**src/rtl/rstseq_pkg.sv**
```systemverilog
`timescale 1ns/1ps
package rstseq_pkg;
  typedef enum logic [2:0] {
    ST_CHECK, ST_DRIVE, ST_RELEASE, ST_HOLD, ST_RUN
  } seq_state_t;

  typedef enum logic [1:0] {
    CAUSE_POWER  = 2'd0,
    CAUSE_CLKMON = 2'd1,
    CAUSE_WDOG   = 2'd2,
    CAUSE_PIN    = 2'd3
  } cause_t;
endpackage

```
**src/rtl/rstseq_clkqual.sv**
```systemverilog
`timescale 1ns/1ps
module rstseq_clkqual #(
  parameter int WIN_CYCLES  = 4096,
  parameter int MAX_WINDOWS = 50
) (
  input  logic clk,
  input  logic por_req,
  input  logic restart,
  input  logic active,
  input  logic osc_ok,
  output logic qual_done,
  output logic qual_self
);
  localparam int WW = (WIN_CYCLES > 1) ? $clog2(WIN_CYCLES) : 1;
  localparam int FW = (MAX_WINDOWS > 1) ? $clog2(MAX_WINDOWS) : 1;
  localparam logic [WW-1:0] WIN_LAST  = WW'(WIN_CYCLES - 1);
  localparam logic [FW-1:0] FAIL_LAST = FW'(MAX_WINDOWS - 1);

  logic [WW-1:0] win_cnt;
  logic [FW-1:0] fail_cnt;
  logic          win_end;

  assign win_end   = active && (win_cnt == WIN_LAST);
  assign qual_done = win_end && (osc_ok || (fail_cnt == FAIL_LAST));
  assign qual_self = !osc_ok;

  always_ff @(posedge clk or posedge por_req) begin
    if (por_req) begin
      win_cnt  <= '0;
      fail_cnt <= '0;
    end else if (restart || !active || qual_done) begin
      win_cnt  <= '0;
      fail_cnt <= '0;
    end else if (win_end) begin
      win_cnt  <= '0;
      fail_cnt <= fail_cnt + FW'(1);
    end else begin
      win_cnt <= win_cnt + WW'(1);
    end
  end

  // failure tally never passes the window budget
  p_fail_bound_r3: assert property (@(posedge clk) disable iff (por_req)
    active |-> (int'(fail_cnt) < MAX_WINDOWS));
endmodule

```
**src/rtl/rstseq_pin_timer.sv**
```systemverilog
`timescale 1ns/1ps
module rstseq_pin_timer #(
  parameter int DRIVE_CYC  = 128,
  parameter int SAMPLE_CYC = 64
) (
  input  logic clk,
  input  logic por_req,
  input  logic clear,
  input  logic drive_on,
  input  logic release_on,
  output logic drive_end,
  output logic release_end
);
  localparam int CMAX = (DRIVE_CYC > SAMPLE_CYC) ? DRIVE_CYC : SAMPLE_CYC;
  localparam int CW   = (CMAX > 1) ? $clog2(CMAX) : 1;

  logic [CW-1:0] cnt;

  assign drive_end   = drive_on   && (cnt == CW'(DRIVE_CYC - 1));
  assign release_end = release_on && (cnt == CW'(SAMPLE_CYC - 1));

  always_ff @(posedge clk or posedge por_req) begin
    if (por_req)
      cnt <= '0;
    else if (clear || drive_end || release_end || !(drive_on || release_on))
      cnt <= '0;
    else
      cnt <= cnt + CW'(1);
  end
endmodule

```
**src/rtl/rstseq_cause.sv**
```systemverilog
`timescale 1ns/1ps
module rstseq_cause
  import rstseq_pkg::*;
(
  input  logic   power_evt,
  input  logic   clkmon_fail,
  input  logic   wdog_flag,
  output cause_t cause_d
);
  always_comb begin
    if (power_evt)        cause_d = CAUSE_POWER;
    else if (clkmon_fail) cause_d = CAUSE_CLKMON;
    else if (wdog_flag)   cause_d = CAUSE_WDOG;
    else                  cause_d = CAUSE_PIN;
  end
endmodule

```
**src/rtl/rstseq_top.sv**
```systemverilog
`timescale 1ns/1ps
module rstseq_top
  import rstseq_pkg::*;
#(
  parameter int WIN_CYCLES  = 4096,
  parameter int MAX_WINDOWS = 50,
  parameter int DRIVE_CYC   = 128,
  parameter int SAMPLE_CYC  = 64
) (
  input  logic       clk,
  input  logic       por_req,
  input  logic       lvr_req,
  input  logic       osc_ok,
  input  logic       cm_fail,
  input  logic       cop_flag,
  input  logic       pin_in,
  output logic       pin_drive_low,
  output logic       rst_out,
  output logic       sel_self,
  output logic [1:0] cause
);
  seq_state_t state;
  cause_t     cause_q, cause_d;
  logic       power_evt;
  logic       qual_done, qual_self, drive_end, release_end;

  rstseq_clkqual #(.WIN_CYCLES(WIN_CYCLES), .MAX_WINDOWS(MAX_WINDOWS)) u_qual (
    .clk(clk), .por_req(por_req), .restart(lvr_req),
    .active(state == ST_CHECK), .osc_ok(osc_ok),
    .qual_done(qual_done), .qual_self(qual_self)
  );

  rstseq_pin_timer #(.DRIVE_CYC(DRIVE_CYC), .SAMPLE_CYC(SAMPLE_CYC)) u_timer (
    .clk(clk), .por_req(por_req), .clear(lvr_req),
    .drive_on(state == ST_DRIVE), .release_on(state == ST_RELEASE),
    .drive_end(drive_end), .release_end(release_end)
  );

  rstseq_cause u_cause (
    .power_evt(power_evt), .clkmon_fail(cm_fail), .wdog_flag(cop_flag),
    .cause_d(cause_d)
  );

  always_ff @(posedge clk or posedge por_req) begin
    if (por_req) begin
      state     <= ST_CHECK;
      sel_self  <= 1'b0;
      cause_q   <= CAUSE_POWER;
      power_evt <= 1'b1;
    end else if (lvr_req) begin
      state     <= ST_CHECK;
      power_evt <= 1'b1;
    end else begin
      unique case (state)
        ST_CHECK: if (qual_done) begin
          state    <= ST_DRIVE;
          sel_self <= qual_self;
        end
        ST_DRIVE:   if (drive_end) state <= ST_RELEASE;
        ST_RELEASE: if (release_end) begin
          if (pin_in) begin
            state     <= ST_RUN;
            cause_q   <= cause_d;
            power_evt <= 1'b0;
          end else begin
            state <= ST_HOLD;
          end
        end
        ST_HOLD: if (pin_in) begin
          state     <= ST_RUN;
          cause_q   <= cause_d;
          power_evt <= 1'b0;
        end
        ST_RUN: if (!pin_in) state <= ST_DRIVE;
        default: state <= ST_CHECK;
      endcase
    end
  end

  assign pin_drive_low = (state == ST_DRIVE);
  assign rst_out       = (state != ST_RUN);
  assign cause         = cause_q;

  // consecutive drive cycles, kept apart from the timer for checking
  localparam int DSW = $clog2(DRIVE_CYC + 1);
  logic [DSW-1:0] drv_seen;
  always_ff @(posedge clk or posedge por_req) begin
    if (por_req)            drv_seen <= '0;
    else if (pin_drive_low) drv_seen <= drv_seen + DSW'(1);
    else                    drv_seen <= '0;
  end

  p_lvr_restart_r9: assert property (@(posedge clk) disable iff (por_req)
    lvr_req |=> (state == ST_CHECK) && rst_out && !pin_drive_low);

  p_drive_len_r4: assert property (@(posedge clk) disable iff (por_req)
    ($fell(pin_drive_low) && !$past(lvr_req)) |-> (drv_seen == DSW'(DRIVE_CYC)));

  p_release_level_r6: assert property (@(posedge clk) disable iff (por_req)
    $fell(rst_out) |-> $past(pin_in));

  p_release_path_r10: assert property (@(posedge clk) disable iff (por_req)
    $fell(rst_out) |-> ($past(state) == ST_RELEASE || $past(state) == ST_HOLD));

  p_wdog_cause_r8: assert property (@(posedge clk) disable iff (por_req)
    ($fell(rst_out) && cause == CAUSE_WDOG) |-> ($past(cop_flag) && !$past(cm_fail)));

  p_self_sel_r3: assert property (@(posedge clk) disable iff (por_req)
    $rose(sel_self) |-> ($past(state) == ST_CHECK && !$past(osc_ok)));

  p_pin_trigger_r11: assert property (@(posedge clk) disable iff (por_req)
    (state == ST_RUN && !pin_in && !lvr_req) |=> pin_drive_low);
endmodule

```
**config.mk**
```make
export PLATFORM = sky130hd
export DESIGN_NAME = rstseq_top
export DESIGN_NICKNAME = d
export VERILOG_FILES = /design/src/rtl/rstseq_pkg.sv /design/src/rtl/rstseq_clkqual.sv /design/src/rtl/rstseq_pin_timer.sv /design/src/rtl/rstseq_cause.sv /design/src/rtl/rstseq_top.sv
export SDC_FILE = /design/constraint.sdc
export NUM_CORES = 1
export LEC_CHECK = 0
export ABC_AREA = 1
export CAP_MARGIN = 40
export CORE_MARGIN = 3
export CORE_UTILIZATION = 60
export CTS_BUF_LIST = sky130_fd_sc_hd__clkbuf_8
export DETAILED_ROUTE_END_ITERATION = 12
export PLACE_DENSITY = 0.81
export SETUP_SLACK_MARGIN = 0.15
export SYNTH_ARGS = -nofsm -noshare
export SYNTH_HDL_FRONTEND = slang
export SYNTH_SLANG_ARGS = --single-unit
```
**constraint.sdc**
```tcl
create_clock -name clk -period 1.8 [get_ports clk]
set_clock_uncertainty 0.15 [all_clocks]
set_input_delay 0.36 -clock clk [delete_from_list [all_inputs] [get_ports clk]]
set_output_delay 0.36 -clock clk [all_outputs]
set_load 0.005 [all_outputs]
```
==> qor.csv <==
stage;metric;value;unit
synth;Seq/Total Area, Yosys;45.5;%
synth;Yosys cell types;28;
pwr;leak pwr;1.16;nW
critical_path;CP max-delay cell;dfrtp_1;
clock_network;latest clock arrival within the worst-skew pair;0.29;ns
min_path;Worst Hold Class;primary input to asynchronous set/reset pin;
critical_path;Crit. End Element;flip-flop;
pwr;Clk pwr share;22.8;%
pwr;Sequential Power Share;38.1;%
clock_network;clk buf depth;2;
floorplan;row count;19;
finish;Post-Route Utilization;83.1;%
finish;most frequent cells in the layout;46 x nand2_1, 30 x dfrtp_1, 28 x inv_1, 26 x nor2_1, 23 x buf_4;
critical_path;worst path arrival time;1.74;ns
route;Iteration-0 DRC Markers;76;
status;status;finished, final reports clean;
clock_network;H-tree lvl count;2;
pwr;Pint;0.00144;W
route;drt first pass iters;4;
global_route;first-pass GRT wire length;6070;um
synth;synth warn;0;
clock_network;Reg clk slew, reported paths;0.07;ns
synth;mux cell area share after synthesis;0;%
clock_network;clock tree sinks;32;
finish;Layout Nets;272;
placement;worst slack, placed;-0.103;ns
critical_path;Buffers & Inverters on Critical Path;2;
critical_path;Top delay family on crit path;simple AND/OR/NAND/NOR gates;
finish;layout cells sized above 1;31.4;%
timing;fin crit period;1.71;ns
timing;RSZ-0062 raised after global routing;yes;
route;Routed WL;3890;um
global_route;GRT Total Usage;23.2;%
synth;synthesized instance count;218;
pwr;switching part of the total;35.6;%
critical_path;critical-path cell list;ha_2 > nand2_2 > inv_2 > nand2_4 > nor2_4 > nand3_2 > nand2_4 > buf_6 > nor2_2 > nand2_1 > nand2_1;
finish;ANT cells;0;
global_route;largest net degree at the start of global routing;33;
pwr;total power;0.00224;W
clock_network;Root Buffer;clkbuf_8;
synth;synthesized area per cell;8.09;um^2
pwr;sw power;0.000797;W
global_route;vias in the first global route;1432;
finish;commonest non-fill, non-tap cell in the layout;nand2_1;
synth;post-synthesis adder-cell area fraction;2.84;%
placement;Port Buf Inserts;11;
route;routed length per instance;13.3;um
critical_path;WP data required;1.83;ns
floorplan;die width;60.2;um
synth;register bit total from synthesis;32;
synth;largest family of logic cells by synthesized area;simple AND/OR/NAND/NOR gates;
synth;syn_nets;229;
route;via count;1532;
pwr;power share of the combinational group;39.1;%
critical_path;Crit. Startpoint;u_qual.win_cnt[1]$_DFF_PP0_;
critical_path;worst reg2reg setup slack;0.09;ns
timing;relative slew slack;83.5;%
clock_network;CTS tree;yes;
timing;Slew Limit Fails;0;
finish;Syn-to-layout area delta;31.1;%
route;# DRC;0;
flow_run;Max-Cap Viols;0;
timing;Final setup viols;0;
floorplan;Die Y;60.2;um
synth;Synth Area in Compound Gates;8.30;%
critical_path;CP Launch Type;flip-flop;
route;vias per cell;5.25;
timing;Fin. Hold Viols;0;
critical_path;Crit Path Max Fanout;5;
floorplan;Core Region;2780;um^2
global_route;grt total ovfl;0;
timing;Tightest Pin Transition;0.247;ns
synth;XOR/XNOR share of the synthesized area;4.47;%
floorplan;io pins;12;
floorplan;Die ar.;3630;um^2
floorplan;Initial Util;63.4;%
clock_network;CTS Buf Count;5;
critical_path;r2r startpoint;u_qual.win_cnt[1]$_DFF_PP0_;
timing;worst setup margin;0.0878;ns
critical_path;kind of critical path;flip-flop to flip-flop;
synth;post-synthesis cell area;1760;um^2
critical_path;Worst path max stage delay;0.37;ns
timing;Min Hold Slack;0.256;ns
placement;HPWL Detailed;2390;um
route;Post-DRT Antenna Nets;0;
timing;fin crit share;95.1;%
placement;routability congestion estimate;0.826;
pwr;pwr dens;967;nW/um^2
timing;FMAX;584;MHz
synth;Synth Area in Simple Gates;30.4;%
pwr;Max IR drop VDD;0.000931;V
global_route;initial antenna violation count;0;
-- synthesized netlist by cell type --
master | n | area share (%)
inv_2 | 5 | 1.1
nor2_2 | 1 | 0.35
nand3_1 | 14 | 4.0
ha_1 | 4 | 2.8
buf_4 | 2 | 0.85
nand2_2 | 3 | 1.1
nor2_1 | 31 | 6.6
o22ai_2 | 1 | 0.71
nand4_1 | 4 | 1.4
xor2_1 | 9 | 4.5
buf_6 | 1 | 0.64
o21ai_1 | 1 | 0.28
dfrtp_1 | 31 | 44
nand2_1 | 51 | 11
inv_1 | 28 | 6.0
nor2_4 | 4 | 2.6
o21ai_2 | 3 | 1.5
dfstp_2 | 1 | 1.5
nor3_1 | 2 | 0.57
o21ai_0 | 5 | 1.4
nor3_2 | 2 | 1.1
a21oi_1 | 4 | 1.1
nand3_2 | 2 | 1.1
nand3b_1 | 1 | 0.43
a21oi_2 | 4 | 2.0
o21bai_1 | 2 | 0.85
or2_2 | 1 | 0.35
o21a_1 | 1 | 0.43
-- state kept, by name (all words and copies together) (netlist names) --
signal           count
u_qual.fail_cnt      6
cause                2
sel_self             1
power_evt            1
u_qual.win_cnt      12
state                3
u_timer.cnt          7
-- repair_timing --
action,4_1_cts,5_1_grt
pin swaps,8,20
resized for setup,23,25
buffers inserted,11,5
hold buffers,0,0
setup endpoints to repair,21,35
-- metal layers --
layer	global-route usage (%)	vias to the layer above	routed length (um)
li1	-	765	-
met1	26.3	720	1600
met2	39.8	36	2040
met3	7.34	11	170
met4	10.1	0	90
met5	0	-	0
-- power by group through the flow --
stage / Combinational [W] / Clock (W) / Sequential [W]
floorplan: 0.000431 / 0 / 0.000856
global placement: 0.000615 / 0 / 0.000861
detailed placement: 0.000628 / 0 / 0.000863
CTS: 0.000796 / 0.000518 / 0.000843
global route: 0.000954 / 0.000551 / 0.000861
finish: 0.000874 / 0.000511 / 0.000852
-- per-stage QoR --
step | instance area, um^2 | TNS (ns) | cells
global route | 2310 | -0.00192 | 292
detailed placement | 1990 | -0.758 | 269
CTS | 2190 | 0 | 287
finish | 2310 | 0 | 292
floorplan | 1760 | 0 | 218
global placement | 1990 | -0.135 | 269
-- cell type report --
class,instances,area (um^2)
multi-input cells,150,922
flip-flops and latches,32,803
fillers,168,469
repair buffers,39,344
inverters,33,126
clock buffers,5,68.8
well taps,31,38.8
clock inverters,2,8.76
-- cell families after synthesis --
logic type | count (synthesis)
adders and majority gates | 4
xor gates and xnor gates | 9
buffers and inverters | 36
DFF | 32
and+or+nand+nor | 116
AOI/OAI and AO/OA | 21
-- path summary, 6_finish.rpt --
check | end | cells past startpoint
worst max-delay path | u_qual.fail_cnt[0]$_DFFE_PP0P_ | 11
worst min-delay path | u_qual.win_cnt[3]$_DFF_PP0_ | 3
worst max register to register | u_qual.fail_cnt[0]$_DFFE_PP0P_ | 11
worst min register to register | cause[0]$_DFFE_PP0P_ | 2
max in group asynchronous | power_evt$_DFFE_PP1P_ | 3
min in group clk | power_evt$_DFFE_PP1P_ | 3
-- worst reg2reg max path, delay by kind of cell, from the launching register on --
family,cells,cell delay [ns]
buf+inv,2,0.21
simple gates,8,0.68
flops,1,0.37
fa+ha+maj,1,0.19
Power figures use the tool's default switching activity.
